**config.mk**
```make
export PLATFORM = sky130hd
export DESIGN_NAME = nvs_ctrl
export DESIGN_NICKNAME = d
export VERILOG_FILES = /design/src/rtl/nvs_pkg.sv /design/src/rtl/nvs_timer.sv /design/src/rtl/nvs_store.sv /design/src/rtl/nvs_wipers.sv /design/src/rtl/nvs_ctrl.sv
export SDC_FILE = /design/constraint.sdc
export NUM_CORES = 1
export LEC_CHECK = 0
export BUFFER_PORTS_ARGS = -buffer_cell sky130_fd_sc_hd__buf_2
export CORE_MARGIN = 8
export CORE_UTILIZATION = 60
export CTS_BUF_LIST = sky130_fd_sc_hd__clkbuf_8
export DETAILED_ROUTE_END_ITERATION = 12
export HOLD_SLACK_MARGIN = 0.1
export PLACE_DENSITY = 0.89
export SLEW_MARGIN = 20
export SYNTH_ARGS = -nofsm -noshare
export SYNTH_HDL_FRONTEND = slang
export SYNTH_SLANG_ARGS = --single-unit
```
**constraint.sdc**
```tcl
create_clock -name clk -period 2.5 [get_ports clk]
set_input_delay 0.5 -clock clk [delete_from_list [all_inputs] [get_ports clk]]
set_output_delay 0.5 -clock clk [all_outputs]
set_load 0.05 [all_outputs]
```
**src/rtl/nvs_pkg.sv**
```systemverilog
package nvs_pkg;

  typedef enum logic [2:0] {
    ST_BOOT,    // power-on recall in progress
    ST_IDLE,    // accepting commands
    ST_BUSY,    // timed store/recall/read operation
    ST_HOLD,    // preset pin held low
    ST_RELOAD   // preset released, recall pending
  } nvs_state_e;

  localparam logic [3:0] OP_NOP        = 4'd0;
  localparam logic [3:0] OP_RECALL_ONE = 4'd1;
  localparam logic [3:0] OP_SAVE       = 4'd2;
  localparam logic [3:0] OP_PUT        = 4'd3;
  localparam logic [3:0] OP_RECALL_ALL = 4'd8;
  localparam logic [3:0] OP_GET        = 4'd9;
  localparam logic [3:0] OP_PEEK       = 4'd10;

  // midscale code for a given data width
  function automatic int unsigned mid_code(input int unsigned dw);
    return 1 << (dw - 1);
  endfunction

  // opcodes that run a timed operation and lower ready
  function automatic logic is_timed(input logic [3:0] op);
    return (op == OP_SAVE) || (op == OP_PUT) || (op == OP_RECALL_ALL) ||
           (op == OP_GET) || (op == OP_PEEK);
  endfunction

  // wiper index selected by an address field
  function automatic logic wiper_of(input logic [3:0] addr);
    return addr[0];
  endfunction

endpackage

```
**src/rtl/nvs_timer.sv**
```systemverilog
module nvs_timer #(
  parameter int CW   = 6,
  parameter int INIT = 4
) (
  input  logic          clk,
  input  logic          rst_n,
  input  logic          start,
  input  logic [CW-1:0] len,
  output logic          zero
);
  localparam logic [CW-1:0] INIT_M1 = CW'(INIT - 1);

  logic [CW-1:0] cnt;

  always_ff @(posedge clk or negedge rst_n) begin
    if (!rst_n)          cnt <= INIT_M1;
    else if (start)      cnt <= len - CW'(1);
    else if (cnt != '0)  cnt <= cnt - CW'(1);
  end

  assign zero = (cnt == '0);
endmodule

```
**src/rtl/nvs_store.sv**
```systemverilog
module nvs_store #(
  parameter int DW  = 8,
  parameter int AW  = 4,
  parameter int MID = 128
) (
  input  logic          clk,
  input  logic          rst_n,
  input  logic          we,
  input  logic [AW-1:0] waddr,
  input  logic [DW-1:0] wdata,
  input  logic [AW-1:0] raddr,
  output logic [DW-1:0] rdata,
  output logic [DW-1:0] slot0,
  output logic [DW-1:0] slot1
);
  localparam int DEPTH = 1 << AW;

  logic [DW-1:0] mem [DEPTH];

  for (genvar i = 0; i < DEPTH; i++) begin : g_slot
    always_ff @(posedge clk or negedge rst_n) begin
      if (!rst_n)                         mem[i] <= DW'(MID);
      else if (we && waddr == AW'(i))     mem[i] <= wdata;
    end
  end

  assign rdata = mem[raddr];
  assign slot0 = mem[0];
  assign slot1 = mem[1];
endmodule

```
**src/rtl/nvs_wipers.sv**
```systemverilog
module nvs_wipers #(
  parameter int DW  = 8,
  parameter int MID = 128
) (
  input  logic               clk,
  input  logic               rst_n,
  input  logic               force_mid,
  input  logic               load_all,
  input  logic [1:0][DW-1:0] all_v,
  input  logic               load_one,
  input  logic               one_sel,
  input  logic [DW-1:0]      one_v,
  input  logic [1:0]         wr_en,
  input  logic [1:0][DW-1:0] wr_v,
  output logic [1:0][DW-1:0] w
);
  // priority: preset hold > recall of both > single recall > plain write
  for (genvar i = 0; i < 2; i++) begin : g_w
    always_ff @(posedge clk or negedge rst_n) begin
      if (!rst_n)                              w[i] <= DW'(MID);
      else if (force_mid)                      w[i] <= DW'(MID);
      else if (load_all)                       w[i] <= all_v[i];
      else if (load_one && one_sel == 1'(i))   w[i] <= one_v;
      else if (wr_en[i])                       w[i] <= wr_v[i];
    end
  end
endmodule

```
**src/rtl/nvs_ctrl.sv**
```systemverilog
module nvs_ctrl
  import nvs_pkg::*;
#(
  parameter int DW         = 8,
  parameter int AW         = 4,
  parameter int SAVE_CYC   = 40,
  parameter int RECALL_CYC = 12,
  parameter int READ_CYC   = 6,
  parameter int PRESET_CYC = 9
) (
  input  logic          clk,
  input  logic          rst_n,
  input  logic          cmd_valid,
  input  logic [3:0]    cmd_op,
  input  logic [AW-1:0] cmd_addr,
  input  logic [DW-1:0] cmd_data,
  input  logic [1:0]    wr_en,
  input  logic [DW-1:0] wr_val0,
  input  logic [DW-1:0] wr_val1,
  input  logic          preset_n,
  input  logic          wprot_n,
  output logic [DW-1:0] wiper0,
  output logic [DW-1:0] wiper1,
  output logic          ready,
  output logic [DW-1:0] rb_data,
  output logic          rb_vld,
  output logic          dropped,
  output logic          idle_lp
);
  localparam int MID  = int'(mid_code(DW));
  localparam int M1   = (SAVE_CYC > RECALL_CYC) ? SAVE_CYC : RECALL_CYC;
  localparam int M2   = (READ_CYC > PRESET_CYC) ? READ_CYC : PRESET_CYC;
  localparam int MAXC = (M1 > M2) ? M1 : M2;
  localparam int CW   = $clog2(MAXC + 1);

  function automatic logic [CW-1:0] op_len(input logic [3:0] op);
    if (op == OP_SAVE || op == OP_PUT) return CW'(SAVE_CYC);
    else if (op == OP_RECALL_ALL)      return CW'(RECALL_CYC);
    else                               return CW'(READ_CYC);
  endfunction

  nvs_state_e st;
  logic [3:0]    op_q;
  logic [AW-1:0] addr_q;
  logic [DW-1:0] data_q;
  logic [1:0][DW-1:0] w;
  logic [DW-1:0] rdata, slot0, slot1;
  logic          t_zero, t_start;
  logic [CW-1:0] t_len;

  // named internal events
  logic idle_ok, ev_accept, ev_drop, ev_timed, ev_finish;
  logic ev_store_wr, ev_recall_all, ev_load_one;
  logic [1:0] wr_ok;
  logic [AW-1:0] st_waddr;
  logic [DW-1:0] st_wdata;

  assign idle_ok   = (st == ST_IDLE) && preset_n;
  assign ev_accept = cmd_valid && idle_ok;
  assign ev_drop   = (cmd_valid || (|wr_en)) && !idle_ok;
  assign ev_timed  = ev_accept && is_timed(cmd_op);
  assign ev_finish = preset_n && t_zero &&
                     (st == ST_BUSY || st == ST_BOOT || st == ST_RELOAD);

  assign ev_store_wr   = ev_finish && (st == ST_BUSY) &&
                         (op_q == OP_SAVE || op_q == OP_PUT);
  assign ev_recall_all = ev_finish &&
                         ((st != ST_BUSY) || (op_q == OP_RECALL_ALL));
  assign ev_load_one   = ev_accept && (cmd_op == OP_RECALL_ONE);
  assign wr_ok         = wr_en & {2{idle_ok && wprot_n && !cmd_valid}};

  assign st_waddr = (op_q == OP_SAVE) ? AW'(wiper_of(4'(addr_q))) : addr_q;
  assign st_wdata = (op_q == OP_SAVE) ? w[wiper_of(4'(addr_q))] : data_q;

  assign t_start = ev_timed || (st == ST_HOLD && preset_n);
  assign t_len   = ev_timed ? op_len(cmd_op) : CW'(PRESET_CYC);

  nvs_timer #(.CW(CW), .INIT(RECALL_CYC)) u_timer (
    .clk(clk), .rst_n(rst_n), .start(t_start), .len(t_len), .zero(t_zero)
  );

  nvs_store #(.DW(DW), .AW(AW), .MID(MID)) u_store (
    .clk(clk), .rst_n(rst_n), .we(ev_store_wr), .waddr(st_waddr),
    .wdata(st_wdata), .raddr(addr_q), .rdata(rdata),
    .slot0(slot0), .slot1(slot1)
  );

  nvs_wipers #(.DW(DW), .MID(MID)) u_wipers (
    .clk(clk), .rst_n(rst_n),
    .force_mid(!preset_n),
    .load_all(ev_recall_all), .all_v({slot1, slot0}),
    .load_one(ev_load_one), .one_sel(wiper_of(4'(cmd_addr))),
    .one_v(wiper_of(4'(cmd_addr)) ? slot1 : slot0),
    .wr_en(wr_ok), .wr_v({wr_val1, wr_val0}),
    .w(w)
  );

  // sequencer
  always_ff @(posedge clk or negedge rst_n) begin
    if (!rst_n) begin
      st <= ST_BOOT;
    end else if (!preset_n) begin
      st <= ST_HOLD;
    end else begin
      case (st)
        ST_BOOT, ST_BUSY, ST_RELOAD: if (t_zero) st <= ST_IDLE;
        ST_IDLE:                     if (ev_timed) st <= ST_BUSY;
        ST_HOLD:                     st <= ST_RELOAD;
        default:                     st <= ST_IDLE;
      endcase
    end
  end

  always_ff @(posedge clk or negedge rst_n) begin
    if (!rst_n) begin
      op_q   <= OP_NOP;
      addr_q <= '0;
      data_q <= '0;
    end else if (ev_timed) begin
      op_q   <= cmd_op;
      addr_q <= cmd_addr;
      data_q <= cmd_data;
    end
  end

  // readback byte for the next frame
  always_ff @(posedge clk or negedge rst_n) begin
    if (!rst_n) begin
      rb_data <= '0;
      rb_vld  <= 1'b0;
    end else if (ev_finish && st == ST_BUSY && op_q == OP_GET) begin
      rb_data <= rdata;
      rb_vld  <= 1'b1;
    end else if (ev_finish && st == ST_BUSY && op_q == OP_PEEK) begin
      rb_data <= w[wiper_of(4'(addr_q))];
      rb_vld  <= 1'b1;
    end else begin
      rb_vld  <= 1'b0;
    end
  end

  always_ff @(posedge clk or negedge rst_n) begin
    if (!rst_n)       dropped <= 1'b0;
    else if (ev_drop) dropped <= 1'b1;
  end

  always_ff @(posedge clk or negedge rst_n) begin
    if (!rst_n)                                   idle_lp <= 1'b1;
    else if (ev_accept && cmd_op == OP_NOP)       idle_lp <= 1'b1;
    else if (ev_load_one)                         idle_lp <= 1'b0;
  end

  assign ready  = (st == ST_IDLE);
  assign wiper0 = w[0];
  assign wiper1 = w[1];
endmodule

```
==> results.sh <==
export IMPL_leakage_uw=0.00429
export IMPL_fin_util_pct=69.0
export IMPL_worstHoldStart="cmd_data[1]"
export IMPL_hold_viol=0
export IMPL_hold_class="in2reg"
export IMPL_layout_setup_ws_ns=0.230
export IMPL_routabilityCongestion=0.880
export IMPL_max_slew_margin_pct=50.7
export IMPL_synth_yosys_warnings=0
export IMPL_antenna_left=0
export IMPL_fin_crit_sh_pct=90.8
export IMPL_grt_use_total_pct=24.7
export IMPL_final_cell_mix="nand2_1 (182), dfrtp_1 (157), o21ai_0 (130), buf_2 (65), buf_4 (35)"
export IMPL_max_vdd_ir_drop_uv=461
export IMPL_crit_start="u_timer.cnt[2]"
export IMPL_drt_initial_drc_count=679
export IMPL_period_needed_ns=2.27
export IMPL_io_pins=67
export IMPL_worstReg2RegStart="u_timer.cnt[2]"
export IMPL_crit_arrival_ns=2.65
export IMPL_dieWidth_um=134
export IMPL_post_dp_hpwl_mm=14.7
export IMPL_drive_above_1_share_pct=23.2
export IMPL_yosys_register_bits=180
export IMPL_wl_per_cell_um=20.3
export IMPL_synth_cells=781
export IMPL_grt_overflow=0
export IMPL_cp_required_ns=2.88
export IMPL_fillers=934
export IMPL_rsz0062_at_grt="false"
export IMPL_drv_cap=0
export IMPL_final_common_cell="nand2_1"
export IMPL_cts_buffers_inserted=17
export IMPL_postRouteWirelength_mm=21.4
export IMPL_insertion_delay_ns=0.48
export IMPL_grt_max_degree=59
export IMPL_async_flop_share_pct=100
export IMPL_setup_viol=0
export IMPL_syn_to_final_growth_pct=14.0
export IMPL_fmax_mhz=441
export IMPL_htreeDepth=4
export IMPL_vias=6634
export IMPL_postCtsSetupBuffers=0
export IMPL_firstDrtPassIters=5
export IMPL_synth_cell_type_count=58
export IMPL_clockRootBuffer="clkbuf_8"
export IMPL_initial_utilization_pct=60.5
export IMPL_cts_buffer_depth=2
export IMPL_synth_enable_flop_cells=0
export IMPL_grt_pass1_vias=6524
export IMPL_setup_tns_ns=0
export IMPL_preCtsSetupSlack_ns=0.103
export IMPL_pwr_density_cell_mw_per_mm2=806
export IMPL_diodes=0
export IMPL_syn_area_mm2=0.00831
export IMPL_worstSetupPathType="reg2reg"
export IMPL_ys_seq_area_share_pct=54.6
export IMPL_grt_pass1_wl_mm=34.7
export IMPL_die_area_mm2=0.0179
export IMPL_maxSlewViolCount=0
export IMPL_cts_tree="done"
export IMPL_worst_slew_pin_slew_ns=0.737
export IMPL_ys_flop_type="dfrtp_1"
export IMPL_fin_hold_ws_ns=0.208
export IMPL_endpoint_kind="flop"
export IMPL_synthesis_nets=821
export IMPL_rows=43
export IMPL_syn_area_per_cell_um2=10.6
export IMPL_port_buffers=66
export IMPL_die_h_um=134
export IMPL_status="finished clean"
export IMPL_cp_start_kind="flop"
export IMPL_nNetsFinal=899
export IMPL_worstPathMaxFanout=16
export IMPL_drcViolationCount=0
export IMPL_fin_worst_skew_ns=0.0157
export IMPL_clk_pin_slew_worst_paths_ns=0.09
export IMPL_core_area_mm2=0.0137
export IMPL_vias_per_cell=6.31
export IMPL_cts_sinks=180
export IMPL_antenna_found_initial=0
## metrics by stage
step	std cells	area (µm²)	power [µW]
2_1_floorplan	781	8310	4630
3_3_place_gp	1019	9000	5340
3_5_place_dp	1019	9000	5390
4_1_cts	1052	9460	7600
5_1_grt	1052	9470	7910
6_report	1052	9470	7630
## cell usage after synthesis (2+ instances only)
cell type / instances / area, µm²
nand2_1: 182 / 683
dfrtp_1: 158 / 3950
o21ai_0: 130 / 651
mux4_2: 32 / 721
clkbuf_1: 25 / 93.8
mux2i_1: 25 / 250
inv_1: 23 / 86.3
dfstp_2: 22 / 578
buf_2: 19 / 95.1
a22oi_1: 17 / 128
and3_1: 16 / 100
nor2_1: 15 / 56.3
a221o_1: 14 / 140
nand4_1: 12 / 75.1
and2_1: 9 / 56.3
a21o_1: 7 / 52.6
nand3_1: 7 / 35.0
o211ai_1: 7 / 52.6
a21oi_1: 5 / 25.0
nor2b_1: 5 / 31.3
and3b_1: 4 / 35.0
nor3b_1: 4 / 30.0
a211oi_1: 2 / 15.0
a21boi_0: 2 / 15.0
nor2_4: 2 / 22.5
o21a_1: 2 / 15.0
o31a_1: 2 / 17.5
or3b_1: 2 / 17.5
xnor2_1: 2 / 17.5
## state kept, by name, summed over array words and instances (netlist names)
| signal | count |
|---|---|
| addr_q | 4 |
| data_q | 8 |
| dropped | 1 |
| idle_lp | 1 |
| op_q | 4 |
| rb_data | 8 |
| rb_vld | 1 |
| st | 3 |
| u_store.mem | 112 |
| u_store.slot0 | 8 |
| u_store.slot1 | 8 |
| u_timer.cnt | 6 |
| u_wipers.w | 16 |
## cell families after synthesis
| kind of cell | after synthesis | share of synthesized area [%] |
|---|---|---|
| simple gates | 275 | 15.6 |
| compound gates | 195 | 14.1 |
| flops | 180 | 54.6 |
| buf+inv | 70 | 3.59 |
| mux | 57 | 11.7 |
| xor+xnor | 3 | 0.316 |
| fa+ha+maj | 1 | 0.151 |
## layout make-up
class                   instances  area (µm²)  share of cell area (%)
flip-flops and latches        180        4530                    47.9
multi-input cells             531        3480                    36.8
repair buffers                106         689                    7.28
clock buffers                  20         275                    2.91
well taps                     180         225                    2.38
clock inverters                12         178                    1.88
inverters                      23        86.3                   0.912
## path summary, 6_finish.rpt
path                                    end  slack (ns)  cells past startpoint
max                        u_store.mem[108]        0.23                      4
min                               data_q[1]        0.21                      3
max reg2reg                u_store.mem[108]        0.23                      4
min reg2reg                u_store.mem[104]        0.48                      2
max in group asynchronous   u_store.mem[39]        1.13                      3
min in group asynchronous    u_store.mem[8]        0.56                      2
## worst max-delay path, stage by stage (launching register included)
cell	delay, ns
dfrtp_1	0.44
or3_1	0.38
nor3_2	0.45
nand3_1	0.54
o21ai_0	0.37
## power by group
part | leakage [µW] | total (µW) | internal (µW) | switching [µW]
Combinational | 0.00174 | 2070 | 775 | 1300
Clock | 0.000223 | 2220 | 1170 | 1050
Sequential | 0.00233 | 3340 | 3110 | 225
## metal layers
| metal | part of all wire (%) | track usage (%) | vias up |
|---|---|---|---|
| li1 | - | - | 2926 |
| met1 | 40 | 32.4 | 3277 |
| met2 | 47 | 37.4 | 358 |
| met3 | 8.6 | 6.74 | 73 |
| met4 | 4.4 | 12.1 | 0 |
| met5 | 0 | 0 | - |
## timing repair
item                       4_1_cts  5_1_grt
hold buffers                     1        0
resized for setup                0        1
hold endpoints to repair        44        0
setup endpoints to repair        0        1
(Power assumes the default switching activity.)
